==> src/rtl/ipv4_cls_pkg.sv <==
package ipv4_cls_pkg;

    typedef enum logic [1:0] {
        VERD_FWD  = 2'd0,
        VERD_EXC  = 2'd1,
        VERD_DROP = 2'd2
    } verdict_e;

    typedef enum logic [1:0] {
        ST_COLLECT = 2'd0,
        ST_VERDICT = 2'd1,
        ST_DRAIN   = 2'd2,
        ST_PASS    = 2'd3
    } phase_e;

    localparam int WORD_W = 64;
    localparam int KEEP_W = WORD_W / 8;

endpackage

==> src/rtl/ipv4_csum_lanes.sv <==
module ipv4_csum_lanes #(
    parameter int IDX_W = 4,
    parameter int BC_W  = 7
) (
    input  logic [15:0]      acc_in,
    input  logic [63:0]      word,
    input  logic [IDX_W-1:0] word_idx,
    input  logic [BC_W-1:0]  need_bytes,
    output logic [15:0]      acc_out
);
    localparam int LANES = 4;

    logic [LANES-1:0][15:0] lane_val;
    logic [18:0]            raw_sum;
    logic [16:0]            fold1;
    logic [16:0]            fold2;
    logic [BC_W-1:0]        base_off;

    assign base_off = BC_W'({word_idx, 3'b000});

    // each 16-bit lane counts only while its byte offset lies inside the header
    for (genvar j = 0; j < LANES; j++) begin : g_lane
        logic [BC_W-1:0] lane_off;
        assign lane_off    = base_off + BC_W'(2 * j);
        assign lane_val[j] = (lane_off < need_bytes) ? word[63-16*j -: 16] : 16'h0000;
    end

    always_comb begin
        raw_sum = {3'b000, acc_in};
        for (int j = 0; j < LANES; j++) begin
            raw_sum = raw_sum + {3'b000, lane_val[j]};
        end
        fold1   = {1'b0, raw_sum[15:0]} + {14'd0, raw_sum[18:16]};
        fold2   = {1'b0, fold1[15:0]} + {16'd0, fold1[16]};
        acc_out = fold2[15:0];
    end

endmodule

==> src/rtl/ipv4_verdict_rules.sv <==
module ipv4_verdict_rules
    import ipv4_cls_pkg::*;
#(
    parameter int BC_W        = 7,
    parameter int MIN_PKT_LEN = 64,
    parameter int MAX_PKT_LEN = 1500
) (
    input  logic [3:0]      ver,
    input  logic [3:0]      ihl,
    input  logic [7:0]      ttl,
    input  logic [15:0]     tot_len,
    input  logic [15:0]     csum_fold,
    input  logic [BC_W-1:0] hdr_bytes,
    output verdict_e        verdict
);
    localparam logic [15:0]     LEN_LO   = 16'(MIN_PKT_LEN);
    localparam logic [15:0]     LEN_HI   = 16'(MAX_PKT_LEN);
    localparam logic [BC_W-1:0] BASE_HDR = BC_W'(20);

    logic [BC_W-1:0] ihl_bytes;
    logic            sum_ok;
    logic            len_out;

    assign ihl_bytes = BC_W'({ihl, 2'b00});
    assign sum_ok    = (csum_fold == 16'hFFFF);
    assign len_out   = (tot_len < LEN_LO) || (tot_len > LEN_HI);

    // ordered by priority: truncation, foreign version, malformed, checksum, exceptions
    always_comb begin
        if (hdr_bytes < BASE_HDR) begin
            verdict = VERD_DROP;
        end else if (ver != 4'd4) begin
            verdict = VERD_EXC;
        end else if (ihl < 4'd5) begin
            verdict = VERD_DROP;
        end else if (hdr_bytes < ihl_bytes) begin
            verdict = VERD_DROP;
        end else if (!sum_ok) begin
            verdict = VERD_DROP;
        end else if ((ihl != 4'd5) || (ttl <= 8'd1) || len_out) begin
            verdict = VERD_EXC;
        end else begin
            verdict = VERD_FWD;
        end
    end

endmodule

==> src/rtl/ipv4_hold_buf.sv <==
module ipv4_hold_buf #(
    parameter int DEPTH = 8,
    parameter int IDX_W = 4
) (
    input  logic             clk,
    input  logic             rst_n,
    input  logic             wr_en,
    input  logic [IDX_W-1:0] wr_idx,
    input  logic [63:0]      wr_data,
    input  logic [7:0]       wr_keep,
    input  logic             wr_last,
    input  logic [IDX_W-1:0] rd_idx,
    output logic [63:0]      rd_data,
    output logic [7:0]       rd_keep,
    output logic             rd_last
);
    localparam int AW = (DEPTH > 1) ? $clog2(DEPTH) : 1;

    typedef struct packed {
        logic [63:0] data;
        logic [7:0]  keep;
        logic        last;
    } slot_t;

    slot_t [DEPTH-1:0] mem_q;
    slot_t [DEPTH-1:0] mem_d;
    slot_t             rd_slot;

    always_comb begin
        mem_d = mem_q;
        if (wr_en && (wr_idx < IDX_W'(DEPTH))) begin
            mem_d[wr_idx[AW-1:0]] = '{data: wr_data, keep: wr_keep, last: wr_last};
        end
    end

    always_ff @(posedge clk) begin
        if (!rst_n) begin
            mem_q <= '0;
        end else begin
            mem_q <= mem_d;
        end
    end

    always_comb begin
        rd_slot = '0;
        if (rd_idx < IDX_W'(DEPTH)) begin
            rd_slot = mem_q[rd_idx[AW-1:0]];
        end
    end

    assign rd_data = rd_slot.data;
    assign rd_keep = rd_slot.keep;
    assign rd_last = rd_slot.last;

endmodule

==> src/rtl/ipv4_hdr_classify.sv <==
module ipv4_hdr_classify
    import ipv4_cls_pkg::*;
#(
    parameter int HDR_WORDS   = 8,
    parameter int MIN_PKT_LEN = 64,
    parameter int MAX_PKT_LEN = 1500
) (
    input  logic        clk,
    input  logic        rst_n,
    input  logic [63:0] in_data,
    input  logic [7:0]  in_keep,
    input  logic        in_last,
    input  logic        in_valid,
    output logic        in_ready,
    output logic [63:0] out_data,
    output logic [7:0]  out_keep,
    output logic        out_last,
    output logic        out_valid,
    input  logic        out_ready,
    output logic        verd_valid,
    input  logic        verd_ready,
    output logic [1:0]  verd_code,
    output logic [31:0] verd_dst
);
    localparam int IDX_W = $clog2(HDR_WORDS + 1);
    localparam int BC_W  = IDX_W + 3;

    typedef struct packed {
        phase_e          phase;
        logic [IDX_W-1:0] wcnt;
        logic [IDX_W-1:0] rptr;
        logic [BC_W-1:0]  nbytes;
        logic [3:0]       ver;
        logic [3:0]       ihl;
        logic [7:0]       ttl;
        logic [15:0]      tlen;
        logic [31:0]      dst;
        logic [15:0]      acc;
        verdict_e         verd;
        logic             tail_in_buf;
    } ctl_t;

    ctl_t q, d;

    logic [3:0]       f_ver, f_ihl;
    logic [7:0]       f_ttl;
    logic [15:0]      f_tlen;
    logic [31:0]      f_dst;
    logic [BC_W-1:0]  need_now;
    logic [BC_W-1:0]  nb_after;
    logic [3:0]       kcnt;
    logic [15:0]      acc_seed;
    logic [15:0]      acc_nx;
    verdict_e         verd_nx;
    logic             hdr_done;
    logic             buf_we;
    logic [63:0]      buf_data;
    logic [7:0]       buf_keep;
    logic             buf_last;
    logic [IDX_W-1:0] last_idx;

    // fields of the current word, or those already captured
    assign f_ver  = (q.wcnt == '0) ? in_data[63:60] : q.ver;
    assign f_ihl  = (q.wcnt == '0) ? in_data[59:56] : q.ihl;
    assign f_tlen = (q.wcnt == '0) ? in_data[47:32] : q.tlen;
    assign f_ttl  = (q.wcnt == IDX_W'(1)) ? in_data[63:56] : q.ttl;
    assign f_dst  = (q.wcnt == IDX_W'(2)) ? in_data[63:32] : q.dst;

    assign need_now = (f_ihl < 4'd5) ? BC_W'(20) : BC_W'({f_ihl, 2'b00});
    assign kcnt     = 4'($countones(in_keep));
    assign nb_after = q.nbytes + BC_W'(kcnt);
    assign hdr_done = (nb_after >= need_now);
    assign acc_seed = (q.wcnt == '0) ? 16'h0000 : q.acc;
    assign last_idx = q.wcnt - IDX_W'(1);

    ipv4_csum_lanes #(
        .IDX_W(IDX_W),
        .BC_W (BC_W)
    ) u_csum (
        .acc_in    (acc_seed),
        .word      (in_data),
        .word_idx  (q.wcnt),
        .need_bytes(need_now),
        .acc_out   (acc_nx)
    );

    ipv4_verdict_rules #(
        .BC_W       (BC_W),
        .MIN_PKT_LEN(MIN_PKT_LEN),
        .MAX_PKT_LEN(MAX_PKT_LEN)
    ) u_rules (
        .ver      (f_ver),
        .ihl      (f_ihl),
        .ttl      (f_ttl),
        .tot_len  (f_tlen),
        .csum_fold(acc_nx),
        .hdr_bytes(nb_after),
        .verdict  (verd_nx)
    );

    ipv4_hold_buf #(
        .DEPTH(HDR_WORDS),
        .IDX_W(IDX_W)
    ) u_hold (
        .clk    (clk),
        .rst_n  (rst_n),
        .wr_en  (buf_we),
        .wr_idx (q.wcnt),
        .wr_data(in_data),
        .wr_keep(in_keep),
        .wr_last(in_last),
        .rd_idx (q.rptr),
        .rd_data(buf_data),
        .rd_keep(buf_keep),
        .rd_last(buf_last)
    );

    always_comb begin
        d         = q;
        in_ready  = 1'b0;
        out_valid = 1'b0;
        out_data  = buf_data;
        out_keep  = buf_keep;
        out_last  = buf_last;
        buf_we    = 1'b0;
        unique case (q.phase)
            ST_COLLECT: begin
                in_ready = 1'b1;
                if (in_valid) begin
                    buf_we   = 1'b1;
                    d.wcnt   = q.wcnt + IDX_W'(1);
                    d.nbytes = nb_after;
                    d.ver    = f_ver;
                    d.ihl    = f_ihl;
                    d.tlen   = f_tlen;
                    d.ttl    = f_ttl;
                    d.dst    = f_dst;
                    d.acc    = acc_nx;
                    if (in_last || hdr_done) begin
                        d.phase       = ST_VERDICT;
                        d.verd        = verd_nx;
                        d.tail_in_buf = in_last;
                    end
                end
            end
            ST_VERDICT: begin
                if (verd_ready) begin
                    d.phase = ST_DRAIN;
                    d.rptr  = '0;
                end
            end
            ST_DRAIN: begin
                out_valid = 1'b1;
                if (out_ready) begin
                    if (q.rptr == last_idx) begin
                        if (q.tail_in_buf) begin
                            d.phase  = ST_COLLECT;
                            d.wcnt   = '0;
                            d.nbytes = '0;
                            d.rptr   = '0;
                            d.dst    = '0;
                        end else begin
                            d.phase = ST_PASS;
                        end
                    end else begin
                        d.rptr = q.rptr + IDX_W'(1);
                    end
                end
            end
            ST_PASS: begin
                out_valid = in_valid;
                in_ready  = out_ready;
                out_data  = in_data;
                out_keep  = in_keep;
                out_last  = in_last;
                if (in_valid && out_ready && in_last) begin
                    d.phase  = ST_COLLECT;
                    d.wcnt   = '0;
                    d.nbytes = '0;
                    d.rptr   = '0;
                    d.dst    = '0;
                end
            end
            default: d.phase = ST_COLLECT;
        endcase
    end

    always_ff @(posedge clk) begin
        if (!rst_n) begin
            q       <= '0;
            q.phase <= ST_COLLECT;
            q.verd  <= VERD_DROP;
        end else begin
            q <= d;
        end
    end

    assign verd_valid = (q.phase == ST_VERDICT);
    assign verd_code  = q.verd;
    assign verd_dst   = q.dst;

    AST_BUF_ROOM: assert property (@(posedge clk) disable iff (!rst_n)
        (q.phase == ST_COLLECT && in_valid) |-> (q.wcnt < IDX_W'(HDR_WORDS)));

    AST_VERD_HOLD: assert property (@(posedge clk) disable iff (!rst_n)
        (verd_valid && !verd_ready) |=> (verd_valid && $stable(verd_code) && $stable(verd_dst)));

    AST_CODE_LEGAL: assert property (@(posedge clk) disable iff (!rst_n)
        verd_valid |-> (verd_code != 2'd3));

    AST_FWD_SUM_OK: assert property (@(posedge clk) disable iff (!rst_n)
        (verd_valid && verd_code == VERD_FWD) |-> (q.acc == 16'hFFFF));

    AST_FWD_TTL: assert property (@(posedge clk) disable iff (!rst_n)
        (verd_valid && verd_code == VERD_FWD) |-> (q.ttl > 8'd1));

    AST_FWD_NO_OPT: assert property (@(posedge clk) disable iff (!rst_n)
        (verd_valid && verd_code == VERD_FWD) |-> (q.ihl == 4'd5));

    AST_DATA_AFTER_VERD: assert property (@(posedge clk) disable iff (!rst_n)
        $rose(out_valid) |-> (q.phase != ST_COLLECT));

endmodule

==> config.mk <==
export PLATFORM = sky130hd
export DESIGN_NAME = ipv4_hdr_classify
export DESIGN_NICKNAME = d
export VERILOG_FILES = /design/src/rtl/ipv4_cls_pkg.sv /design/src/rtl/ipv4_csum_lanes.sv /design/src/rtl/ipv4_verdict_rules.sv /design/src/rtl/ipv4_hold_buf.sv /design/src/rtl/ipv4_hdr_classify.sv
export SDC_FILE = /design/constraint.sdc
export NUM_CORES = 2
export LEC_CHECK = 0
export ABC_AREA = 1
export BUFFER_PORTS_ARGS = -buffer_cell sky130_fd_sc_hd__buf_2
export CELL_PAD_IN_SITES_DETAIL_PLACEMENT = 1
export CELL_PAD_IN_SITES_GLOBAL_PLACEMENT = 1
export CORE_ASPECT_RATIO = 1.75
export CORE_MARGIN = 3
export CORE_UTILIZATION = 40
export CTS_CLUSTER_DIAMETER = 80
export DETAILED_ROUTE_END_ITERATION = 10
export GPL_TIMING_DRIVEN = 0
export PLACE_DENSITY_LB_ADDON = 0.12
export SLEW_MARGIN = 40
export SYNTH_ARGS = -nofsm -noshare
export SYNTH_HDL_FRONTEND = slang
export SYNTH_HIERARCHICAL = 1
export SYNTH_SLANG_ARGS = --single-unit
==> constraint.sdc <==
create_clock -name clk -period 8.76 [get_ports clk]
set_clock_uncertainty 0.1 [all_clocks]
set_input_delay 0.438 -clock clk [delete_from_list [all_inputs] [get_ports clk]]
set_output_delay 0.438 -clock clk [all_outputs]
set_load 0.02 [all_outputs]
After elaboration in Yosys (flattened, before gate mapping)
Cells that the tools add are included.
Widths: inputs -> output; s select.
{"block": "word_totals", "mem_bits_rw": 0, "latchBits": 0, "n_memories": 0, "romBits": 0, "wordCells": 160, "register_bits": 684}
{"block": "op_classes", "addsub": 20, "eq_ne": 18, "reduce_logical": 18, "order_cmp": 16, "muxes": 52, "shift": 0, "n_bitwise": 0, "div_mod_pow": 0, "mul": 0}
{"operator": "$bwmux 584", "n": 1}
{"operator": "$bmux 73 s3", "n": 1}
{"operator": "$demux 73 s3", "n": 1}
{"operator": "$mux 73", "n": 3}
{"operator": "$mux 32", "n": 5}
{"operator": "$mux 16", "n": 6}
{"operator": "$pmux 32 s3", "n": 1}
{"operator": "$mux 90", "n": 1}
{"operator": "$mux 64", "n": 1}
{"operator": "$add 19x16->19", "n": 3}
{"operator": "$lt 7x6->1", "n": 5}
{"operator": "$mux 17", "n": 2}
{"operator": "$pmux 4 s3", "n": 2}
{"operator": "$pmux 7 s3", "n": 1}
{"operator": "$mux 6", "n": 3}
{"operator": "$add 16x16->17", "n": 1}
{"operator": "$add 16x3->17", "n": 1}
{"operator": "$add 16x1->16", "n": 1}
{"operator": "$eq 16x16->1 const B", "n": 1}
{"operator": "$gt 16x11->1 const B", "n": 1}
{"operator": "$lt 16x7->1 const B", "n": 1}
{"operator": "$mux 2", "n": 8}
{"operator": "$mux 4", "n": 4}
{"operator": "$mux 8", "n": 2}
{"operator": "40 further kinds", "n": 68}

Depth between registers and ports, before layout
{"block": "logic_depth", "word_depth": 21, "depth_mapped": 73, "ltp_nobuf": 70}

By module
The synthesis kept the hierarchy.
{"mod": "ipv4_hold_buf", "n_inst": 1, "cells_per_inst": 4497, "seq_area_each_um2": 11691.2, "area_per_inst_um2": 27940.5}
{"mod": "ipv4_hdr_classify", "n_inst": 1, "cells_per_inst": 1072, "seq_area_each_um2": 2001.9, "area_per_inst_um2": 6503.7}
{"mod": "ipv4_csum_lanes", "n_inst": 1, "cells_per_inst": 633, "seq_area_each_um2": 0.0, "area_per_inst_um2": 3791.1}
{"mod": "ipv4_verdict_rules", "n_inst": 1, "cells_per_inst": 81, "seq_area_each_um2": 0.0, "area_per_inst_um2": 361.6}

Worst setup path before layout
Ideal clock, no wire load.
{"block": "synth_timing", "path_type": "register -> register", "from": "register q[94] (netlist name)", "to": "register q (netlist bit verd_code[0])", "required_time_ns": 8.588, "synth_period_minus_slack_ns": 9.657, "arrival_ns": 9.485, "setup_slack_ns": -0.897, "stages_incl_launch_ff": 70, "n_path_buf": 2, "cell_sequence": "dfxtp_1 -> inv_2 -> ha_1 -> nand2_1 -> buf_2 -> nand2_1 -> o21ai_0 -> inv_1 -> nor2_1 -> inv_1 -> inv_1 -> ha_1 -> a21oi_1 -> nand3b_1 -> nand2_1 -> inv_1 -> nand2_1 -> inv_1 -> [34 not listed] -> nand2_2 -> nor2_4 -> nand3_4 -> nor2_4 -> nand2_1 -> nand2_1 -> nand2_1 -> inv_1 -> nand2_1 -> nor2_1 -> nand2_1 -> nor2_1 -> nand3_1 -> nand2_1 -> nand2_2 -> nor2_2 -> nand3_1 -> a21oi_1"}
{"block": "synth_via", "elab_chain_len": 18, "word_cells_on_any_way": 45, "classes_between": "9 x add/sub; 10 x order compare; 4 x eq/ne; 16 x mux; 6 x reduce/logical"}
{"item": "from (decl)", "line_no": "ipv4_hdr_classify.sv:43", "source": "ctl_t q, d;"}
{"item": "$logic_not 4->1 (*)", "line_no": "ipv4_hdr_classify.sv:64", "source": "assign f_ihl = (q.wcnt == '0) ? in_data[59:56] : q.ihl;"}
{"item": "$mux 4 (*)", "line_no": "ipv4_hdr_classify.sv:64"}
{"item": "via f_ihl[2]", "line_no": "ipv4_hdr_classify.sv:45", "source": "logic [3:0] f_ver, f_ihl;"}
{"item": "$lt 4x3->1", "line_no": "ipv4_hdr_classify.sv:69", "source": "assign need_now = (f_ihl < 4'd5) ? BC_W'(20) : BC_W'({f_ihl, 2'b00});"}
{"item": "$mux 6 (*)", "line_no": "ipv4_hdr_classify.sv:69"}
{"item": "via need_now[4]", "line_no": "ipv4_hdr_classify.sv:49", "source": "logic [BC_W-1:0] need_now;"}
{"item": "$lt 7x6->1", "line_no": "ipv4_csum_lanes.sv:25", "source": "assign lane_val[j] = (lane_off < need_bytes) ? word[63-16*j -: 16] : 16'h0000;"}
{"item": "$mux 16", "line_no": "ipv4_csum_lanes.sv:25"}
{"item": "[6 not listed]"}
{"item": "via acc_nx[14]", "line_no": "ipv4_hdr_classify.sv:53", "source": "logic [15:0] acc_nx;"}
{"item": "$eq 16x16->1 (*)", "line_no": "ipv4_verdict_rules.sv:25", "source": "assign sum_ok = (csum_fold == 16'hFFFF);"}
{"item": "$mux 2 (*)", "line_no": "ipv4_verdict_rules.sv:38", "source": "end else if (!sum_ok) begin"}
{"item": "$mux 2 (*)", "line_no": "ipv4_verdict_rules.sv:36", "source": "end else if (hdr_bytes < ihl_bytes) begin"}
{"item": "$mux 2 (*)", "line_no": "ipv4_verdict_rules.sv:34", "source": "end else if (ihl < 4'd5) begin"}
{"item": "$mux 2 (*)", "line_no": "ipv4_verdict_rules.sv:32", "source": "end else if (ver != 4'd4) begin"}
{"item": "$mux 2 (*)", "line_no": "ipv4_verdict_rules.sv:30", "source": "if (hdr_bytes < BASE_HDR) begin"}
{"item": "via verd_nx[0]", "line_no": "ipv4_hdr_classify.sv:54", "source": "verdict_e verd_nx;"}
The timed path passes the listed nets; every way through them passes the cells marked *.
A chain may end at the register's enable or synchronous reset.

Worst setup path in the final report
{"block": "layout_timing", "from": "register q[95] (netlist name)", "to": "register q (netlist bit verd_code[0])"}
The elaborated chain is that of the path after synthesis.

==> results.json <==
{
  "status": "finished with violations",
  "violations": "negative setup slack",
  "drive_above_1_share_pct": 13.5,
  "path_max_fanout": 6,
  "nets": 6828,
  "layout_setup_ws_ps": -1240,
  "clock-root-buffer": "clkbuf_16",
  "cts_htree_levels": 3,
  "place_hpwl_um": 135000,
  "die_x_um": 241,
  "multiInputGateArea_um2": 19900,
  "die_h_um": 417,
  "cp-end-kind": "flop",
  "syn_area_um2": 38600,
  "critPathLaunchType": "flop",
  "core_area_um2": 95500,
  "met2_length_um": 90600,
  "route.top_layer_used": "met5",
  "wl_met1_um": 63400,
  "track_usage_pct": 34.9,
  "critPathTopFamily": "simple AND/OR/NAND/NOR gates",
  "gr-total-overflow": 0,
  "layout_common_cells": "1533 x nor2_1, 1164 x nand2_1, 924 x inv_1, 691 x o21ai_0, 679 x dfxtp_1",
  "dieArea_um2": 100000,
  "drt_wl_total_um": 180000,
  "viasPerCell": 5.25,
  "rsz0062_at_grt": "true",
  "ys_warn_count": 6,
  "rrSetupSlack_ps": -1240,
  "clkTransAtPathRegs_ps": 60,
  "post-route-util_pct": 47.2,
  "crit_slowest_cell": "fa_2",
  "clk_path_buf_depth": 3,
  "dpl.cell_count": 7687,
  "cp_data_arrival_time_ps": 10490,
  "cp.required_ps": 9250,
  "netlist_instances": 6276,
  "antenna_found_initial": 9,
  "num_rows": 150,
  "fillers": 13093,
  "drc": 0,
  "clk_latency_ps": 670,
  "vias": 41555,
  "cts_tree": "yes",
  "gp_congestion": 0.955,
  "max_stage_delay_ps": 620,
  "wl_per_cell_um": 22.7,
  "path_class": "reg -> reg",
  "met3_length_um": 9210,
  "timing.fmax_ghz": 0.100,
  "path_buf_inv": 19,
  "grt_max_degree": 15,
  "portBuffers": 187,
  "cts.sinks": 683,
  "slew_violations": 0,
  "syn_to_final_growth_pct": 16.9,
  "fin_cells": 7922,
  "cts-buffers-inserted": 72,
  "tightestPinTransition_ps": 964,
  "dr.pass1.iters": 7,
  "crit_path_frequent_cell": "inv_2",
  "maxCapViolCount": 0,
  "hold_slack_ps": 80.4,
  "avgSynthCellArea_um2": 6.14,
  "start_util_pct": 40.4,
  "grt_pass1_vias": 42212,
  "top_level_ports": 188,
  "final_common_cell": "nor2_1",
  "ant_nets": 0,
  "grt_pass1_wl_um": 258000,
  "finalCriticalPeriod_ps": 10000,
  "seqCellArea_um2": 13700,
  "drtIter0Drc": 2371,
  "max_slew_margin_pct": 35.7,
  "hold_class": "in -> reg",
  "hold_viol_final": 0,
  "setup_violations": 13,
  "min_period_over_period_pct": 114
}
[what timing repair did]
action | 4_1_cts | 5_1_grt
hold buffers | 0 | 0
cloned | 2 | 0
setup buffers | 68 | 32
resized for setup | 93 | 83
pin swaps | 67 | 66
endpoints found under the setup margin | 18 | 16
[cell type report]
class / count / share of cell area, %
sequential: 683 / 30.4
antenna: 6 / 0.0333
inverter: 992 / 8.32
clock buffer: 106 / 4.84
buffer: 399 / 4.62
multi-input combinational: 4208 / 44.1
timing repair buffer: 290 / 3.90
clock inverter: 22 / 0.491
tap: 1216 / 3.37
[state kept, by name, indices dropped and copies added, names as in the netlist]
signal,count
verd_code,2
verd_dst,32
q,65
u_hold/mem_q,584
[layer usage]
metal	GRT usage [%]	vias to the layer above
met5	0	-
met1	35.8	19878
met2	62.8	1375
met4	27.6	2
met3	4.71	607
li1	-	19693
[worst paths after layout]
kind,start,end,cells after the start
max reg2reg,q[95]$_SDFFE_PN0P_,verd_code[0]$_SDFFE_PN0P_,71
min reg2reg,q[6]$_SDFFE_PN0P_,q[6]$_SDFFE_PN0P_,2
min,in_keep[7],u_hold/mem_q[446]$_SDFFE_PN0P_,3
max,q[95]$_SDFFE_PN0P_,verd_code[0]$_SDFFE_PN0P_,71
[metrics by stage]
stage / setup TNS [ps] / setup WS, ps / area, µm²
6_report: -7550 / -1240 / 45100
5_1_grt: -13050 / -1740 / 45100
4_1_cts: -2280 / -786 / 44600
3_5_place_dp: -18180 / -2110 / 41300
3_3_place_gp: -14990 / -1960 / 41300
2_1_floorplan: -269 / -154 / 38800
[worst reg2reg max path, delay by kind of cell, from the launching register on]
family          cells  cell delay, ps
compound gates      8            1150
xor+xnor            1             180
fa+ha+maj           9            3110
simple gates       34            3470
buf+inv            19            1580
flops               1             350
Power is not shown: default switching activity piles up to over one toggle a cycle in this logic, so the estimate is an artifact.
